### src/rtl/pwmg_pkg.sv
package pwmg_pkg;
    localparam int unsigned ADDR_W  = 12;
    localparam int unsigned OFS_SET = 'h04;
    localparam int unsigned OFS_CLR = 'h08;
    localparam int unsigned OFS_STA = 'h0C;
    localparam int unsigned OFS_EVT = 'h1C;
    localparam int unsigned CH_BASE = 'h200;
    localparam int unsigned CH_SPAN = 'h20;

    typedef enum logic [2:0] {
        RG_NONE,
        RG_SET,
        RG_CLR,
        RG_STAT,
        RG_EVT,
        RG_CHAN
    } region_e;
endpackage

### src/rtl/pwmg_decode.sv
module pwmg_decode
    import pwmg_pkg::*;
#(
    parameter int unsigned NCH = 4
) (
    input  logic [ADDR_W-1:0]       addr,
    output region_e                 region,
    output logic [$clog2(NCH)-1:0]  ch_idx
);
    localparam int unsigned LOW_W  = $clog2(CH_SPAN);
    localparam int unsigned IDX_W  = $clog2(NCH);
    localparam int unsigned WIN_HI = CH_BASE + NCH * CH_SPAN;

    always_comb begin
        ch_idx = IDX_W'((addr - ADDR_W'(CH_BASE)) >> LOW_W);
        if (addr == ADDR_W'(OFS_SET))      region = RG_SET;
        else if (addr == ADDR_W'(OFS_CLR)) region = RG_CLR;
        else if (addr == ADDR_W'(OFS_STA)) region = RG_STAT;
        else if (addr == ADDR_W'(OFS_EVT)) region = RG_EVT;
        else if ((32'(addr) >= CH_BASE) && (32'(addr) < WIN_HI))
            region = RG_CHAN;
        else
            region = RG_NONE;
    end
endmodule

### src/rtl/pwmg_run_bank.sv
module pwmg_run_bank #(
    parameter int unsigned NCH = 4
) (
    input  logic           clk,
    input  logic           rst_n,
    input  logic           set_stb,
    input  logic           clr_stb,
    input  logic [NCH-1:0] mask,
    output logic [NCH-1:0] run
);
    always_ff @(posedge clk or negedge rst_n) begin
        if (!rst_n)       run <= '0;
        else if (set_stb) run <= run | mask;
        else if (clr_stb) run <= run & ~mask;
    end

    // every requested bit is running after a set write
    p_set_on_r1: assert property (@(posedge clk) disable iff (!rst_n)
        set_stb |=> ((run & $past(mask)) == $past(mask)));
    // every requested bit is stopped after a clear write
    p_clr_off_r2: assert property (@(posedge clk) disable iff (!rst_n)
        (clr_stb && !set_stb) |=> ((run & $past(mask)) == '0));
    // bits outside the mask keep their value
    p_keep_other_r1: assert property (@(posedge clk) disable iff (!rst_n)
        (set_stb || clr_stb) |=> ((run & ~$past(mask)) == ($past(run) & ~$past(mask))));
endmodule

### src/rtl/pwmg_evt_latch.sv
module pwmg_evt_latch #(
    parameter int unsigned NCH = 4
) (
    input  logic           clk,
    input  logic           rst_n,
    input  logic [NCH-1:0] ev_in,
    input  logic           rd_clr,
    output logic [NCH-1:0] evt
);
    always_ff @(posedge clk or negedge rst_n) begin
        if (!rst_n)      evt <= '0;
        else if (rd_clr) evt <= ev_in;
        else             evt <= evt | ev_in;
    end

    // set bits and new pulses remain set without a clearing read
    p_sticky_r4: assert property (@(posedge clk) disable iff (!rst_n)
        !rd_clr |=> ((evt & $past(evt | ev_in)) == $past(evt | ev_in)));
    // a read with no coincident pulse leaves the register empty
    p_clear_r5: assert property (@(posedge clk) disable iff (!rst_n)
        (rd_clr && (ev_in == '0)) |=> (evt == '0));
    // a pulse coincident with the read survives it
    p_keep_race_r6: assert property (@(posedge clk) disable iff (!rst_n)
        rd_clr |=> ((evt & $past(ev_in)) == $past(ev_in)));
endmodule

### src/rtl/pwmg_ctrl.sv
module pwmg_ctrl
    import pwmg_pkg::*;
#(
    parameter int unsigned NCH  = 4,
    parameter int unsigned DW   = 32,
    parameter int unsigned LOWW = $clog2(pwmg_pkg::CH_SPAN)
) (
    input  logic                 clk,
    input  logic                 rst_n,
    input  logic [ADDR_W-1:0]    bus_addr,
    input  logic                 bus_wr,
    input  logic [DW-1:0]        bus_wdata,
    input  logic                 bus_rd,
    output logic [DW-1:0]        bus_rdata,
    input  logic [NCH-1:0]       ch_period_end,
    output logic [NCH-1:0]       ch_run,
    output logic [NCH-1:0]       ch_sel,
    output logic [LOWW-1:0]      ch_addr,
    output logic                 ch_wr,
    output logic                 ch_rd,
    output logic [DW-1:0]        ch_wdata,
    input  logic [NCH*DW-1:0]    ch_rdata
);
    localparam int unsigned IDX_W = $clog2(NCH);

    region_e           region;
    logic [IDX_W-1:0]  idx;
    logic [NCH-1:0]    evt;
    logic              in_win;

    pwmg_decode #(.NCH(NCH)) u_dec (
        .addr   (bus_addr),
        .region (region),
        .ch_idx (idx)
    );

    pwmg_run_bank #(.NCH(NCH)) u_run (
        .clk     (clk),
        .rst_n   (rst_n),
        .set_stb (bus_wr && (region == RG_SET)),
        .clr_stb (bus_wr && (region == RG_CLR)),
        .mask    (bus_wdata[NCH-1:0]),
        .run     (ch_run)
    );

    pwmg_evt_latch #(.NCH(NCH)) u_evt (
        .clk    (clk),
        .rst_n  (rst_n),
        .ev_in  (ch_period_end),
        .rd_clr (bus_rd && (region == RG_EVT)),
        .evt    (evt)
    );

    assign in_win   = (region == RG_CHAN);
    assign ch_addr  = bus_addr[LOWW-1:0];
    assign ch_wr    = bus_wr && in_win;
    assign ch_rd    = bus_rd && in_win;
    assign ch_wdata = bus_wdata;

    for (genvar n = 0; n < NCH; n++) begin : g_sel
        assign ch_sel[n] = in_win && (idx == IDX_W'(n));
    end

    always_comb begin
        unique case (region)
            RG_STAT: bus_rdata = DW'(ch_run);
            RG_EVT:  bus_rdata = DW'(evt);
            RG_CHAN: bus_rdata = ch_rdata[idx*DW +: DW];
            default: bus_rdata = '0;
        endcase
    end

    // never more than one channel window selected
    p_sel_onehot_r7: assert property (@(posedge clk) disable iff (!rst_n)
        $onehot0(ch_sel));
    // writes outside the map leave the run mask alone
    p_unmapped_hold_r8: assert property (@(posedge clk) disable iff (!rst_n)
        (bus_wr && (region == RG_NONE)) |=> $stable(ch_run));
endmodule

### config.mk
export PLATFORM = sky130hd
export DESIGN_NAME = pwmg_ctrl
export DESIGN_NICKNAME = d
export VERILOG_FILES = /design/src/rtl/pwmg_pkg.sv /design/src/rtl/pwmg_decode.sv /design/src/rtl/pwmg_run_bank.sv /design/src/rtl/pwmg_evt_latch.sv /design/src/rtl/pwmg_ctrl.sv
export SDC_FILE = /design/constraint.sdc
export NUM_CORES = 1
export LEC_CHECK = 0
export ABC_AREA = 0
export BUFFER_PORTS_ARGS = -buffer_cell sky130_fd_sc_hd__buf_2
export CORE_AREA = 4 4 100 102
export DETAILED_ROUTE_END_ITERATION = 8
export DIE_AREA = 0 0 104 106
export MAX_ROUTING_LAYER = met4
export PLACE_DENSITY_LB_ADDON = 0.05
export SLEW_MARGIN = 20
export SYNTH_ARGS = -nofsm -noshare
export SYNTH_HDL_FRONTEND = slang
export SYNTH_SLANG_ARGS = --single-unit
### constraint.sdc
create_clock -name clk -period 3.6 [get_ports clk]
set_input_delay 0.54 -clock clk [delete_from_list [all_inputs] [get_ports clk]]
set_output_delay 0.54 -clock clk [all_outputs]
set_load 0.02 [all_outputs]
==> impl_summary.md <==
Outcome
The flow ran to the end, and the final reports show no timing, DRC or antenna violations.

CTS
After clock tree synthesis, the clock-pin slew on the worst setup and hold paths is 40 ps. Counting every sink on the clock net gives 8. TritonCTS built the clock tree. After clock tree synthesis, the setup repair step added 0 buffers. Clock tree synthesis selected as its root buffer the cell clkbuf_8.

The maximum clock path buffer count is 2. In this run, post-CTS repair resized a total of 0 instances. After clock tree synthesis, the flow added hold-fix buffers numbering 0. The later pin in the worst-skew pair is clocked with a latency of 220 ps. The number of levels in the clock H-tree is 1. The number of buffers added by the clock tree synthesis step is 3.

Drt
For this block, the initial DRC count from the detailed router was 36. In this run the remaining antenna-violating nets after routing total 0. In the routed layout, each cell is associated on average with a via count of 4.71. The wire length reported by the detailed router is about 8300 µm. In the routed design, unresolved DRC markers number 0. The total vias in the final route is 2109.

The sum of routed wire segments on met1 is 2900 µm. In the detailed route, the total length drawn on met3 is about 800 µm. The routed design uses between 4000 and 5000 µm of met2 wire. The detail-routed net length per standard cell is 18.5 µm. The detailed router used layers up to and including met4. The first TritonRoute pass finished after 4 iterations.

Final layout
The layout cell share with drive strength beyond 1 is 0.741. The area growth from synthesis to layout is 49.8%. The number of non-filler instances in the completed layout is 448. Measured on the finished design, the core utilization comes to 0.299. The net count of the finished layout is 518.

Global routing
Entering global routing, the biggest net connects 39 pins. Global routing finished with a remaining overflow of 0. The global-route wire length before repair is approximately 12000 µm. The number of global-route vias before repair is 2403.

The global-route total usage across every layer is 0.144. The number of antenna violations at the first check in global routing is 1.

STA
The sum of negative setup slack is 0 ps. The final number of setup-violating endpoints is 0. Setup repair after global routing left no endpoint under its margin. The top achievable clock speed is between 300 and 400 MHz. Between clock sinks in the finished design, the worst skew comes to 0 ps. The setup slack after layout is approximately 850 ps. The max-slew violation count was 0.

Measured against its own limit, the worst slew margin works out to 0.713. The final critical-path required period is 2750 ps. The final cycle utilization of the critical path is 0.764. The final count of hold timing violations came to 0. At the pin with the least slew margin, the transition time is 427 ps.

Critical path
Setup slack on the worst reg-to-reg path comes out at 2940 ps. For the worst setup path, the data required time is 3060 ps. The data arrival time of the worst path is 2210 ps. The kind of end point of the critical path is an output port. The number of cell instances on the worst register-to-register path is 2. The maximum fanout encountered on the critical timing path is 8. The nature of the critical path startpoint is an input port. The worst setup path is of the in -> out kind.

Synthesis
After synthesis, the cell types taking the most area are mux4_2 40%, buf_4 15%, and3_1 12%. Of the post-synthesis cell area, the dominant cell type holds 0.396. Of the synthesized area, sequential elements account for 0.110. The post-synth design cell area is 1820 µm². Of all cell types, the one taking the most synthesized area is mux4_2. The netlist uses 24 different library cells. The synthesized flop and latch total is 8. In this run the mean area of a mapped cell was 10.2 µm². The net count of the mapped netlist is 359. The count of mapped cells out of synthesis is 179. The total number of yosys warnings is 0.

Flow run
Max-cap violations in this run came to 0.

Placement
The detailed placer's ending HPWL is ~7200 µm. At the placement stage, the worst setup path has a slack of 836 ps. The number of buffers added on ports is 202. At the end of routability-driven placement, the weighted congestion stood at 0.819.

The cell count after placement is 444.

Die
The floorplan step defined a core boundary enclosing 9110 µm². The floorplan has 35 rows. 259 I/O pins were placed. The floorplan step defined a die boundary enclosing 11000 µm². The die is approximately 100 µm wide. The effective utilization at floorplan is 0.200.

The die height is 106 µm.

Power and ir drop
The leakage component of the power is between 0.0015 and 0.002 µW. The power density over the cells is 151 nW/µm². The maximum vdd ir drop is 0.0547 mV.

Hold path
In this run the worst hold path is classified as in -> async.
through the flow:
step | hold WS [ps] | area, µm² | power (µW)
after floorplan | 244 | 1820 | 255
after global placement | 403 | 2680 | 313
after detailed placement | 397 | 2680 | 313
after CTS | 158 | 2720 | 420
after global routing | 159 | 2730 | 442
final | 154 | 2730 | 411
cell type report:
| class | instances | area (µm²) |
|---|---|---|
| sequential | 8 | 200 |
| inverter | 12 | 45.0 |
| clock buffer | 3 | 41.3 |
| multi-input combinational | 104 | 1220 |
| tap | 111 | 139 |
| antenna | 1 | 2.50 |
| fill | 1008 | 6380 |
| timing repair buffer | 209 | 1080 |
routing by layer:
layer | vias to the layer above | global-route usage
met5 | - | -
li1 | 981 | -
met4 | 0 | 0.0161
met3 | 2 | 0.0504
met2 | 148 | 0.267
met1 | 978 | 0.153
worst max-delay path, cell delays in order:
cell and delay [ps]:
buf_2 110, or4_4 590, nor4_1 460, buf_4 210
a221o_1 140, buf_2 160
logic make-up (layout without fill, tap and decap cells):
| group | count (synthesis) | after routing | share of synthesized area |
|---|---|---|---|
| AOI/OAI and AO/OA | 12 | 12 | 0.0522 |
| buffers and inverters | 67 | 224 | 0.222 |
| DFF | 8 | 8 | 0.110 |
| muxes | 32 | 32 | 0.396 |
| other | 0 | 1 | 0 |
| and+or+nand+nor | 60 | 60 | 0.220 |
cell usage after synthesis, drive strengths merged:
master,instances
a221o,4
and3,34
and4,1
buf,45
clkbuf,10
dfrtp,8
inv,12
mux4,32
nand2,1
nand2b,1
nand3b,6
nor3,1
nor3b,2
nor4,8
o21bai,4
o22ai,4
or2,1
or3b,2
or4,3
worst max path at each step:
| stage | start | endpoint | slack (ps) | cells after the start |
|---|---|---|---|---|
| 5_1_grt | bus_addr[5] | bus_rdata[0] | 760 | 6 |
| 2_1_floorplan | bus_addr[7] | bus_rdata[0] | 1060 | 4 |
| 6_report | bus_addr[7] | bus_rdata[3] | 850 | 6 |
| 3_3_place_gp | bus_addr[5] | bus_rdata[3] | 920 | 6 |
| 4_1_cts | bus_addr[7] | bus_rdata[3] | 840 | 6 |
| 3_5_place_dp | bus_addr[7] | bus_rdata[3] | 840 | 6 |
placed cells by master (no fill, tap or decap), types with 2 or more instances in the layout:
cell,count
a221o_1,4
and3_1,34
buf_2,202
buf_4,6
clkbuf_8,3
dfrtp_1,8
inv_1,12
mux4_2,32
nand3b_1,6
nor3b_1,2
nor4_1,7
o21bai_1,4
o22ai_1,4
or4_4,2
where the power goes:
part	internal (µW)	total [µW]	switching [µW]
Clock	72.2	104	32.1
Sequential	90.6	90.7	0.178
Combinational	131	216	85.4
No activity file was read; power rests on OpenSTA's default activity.
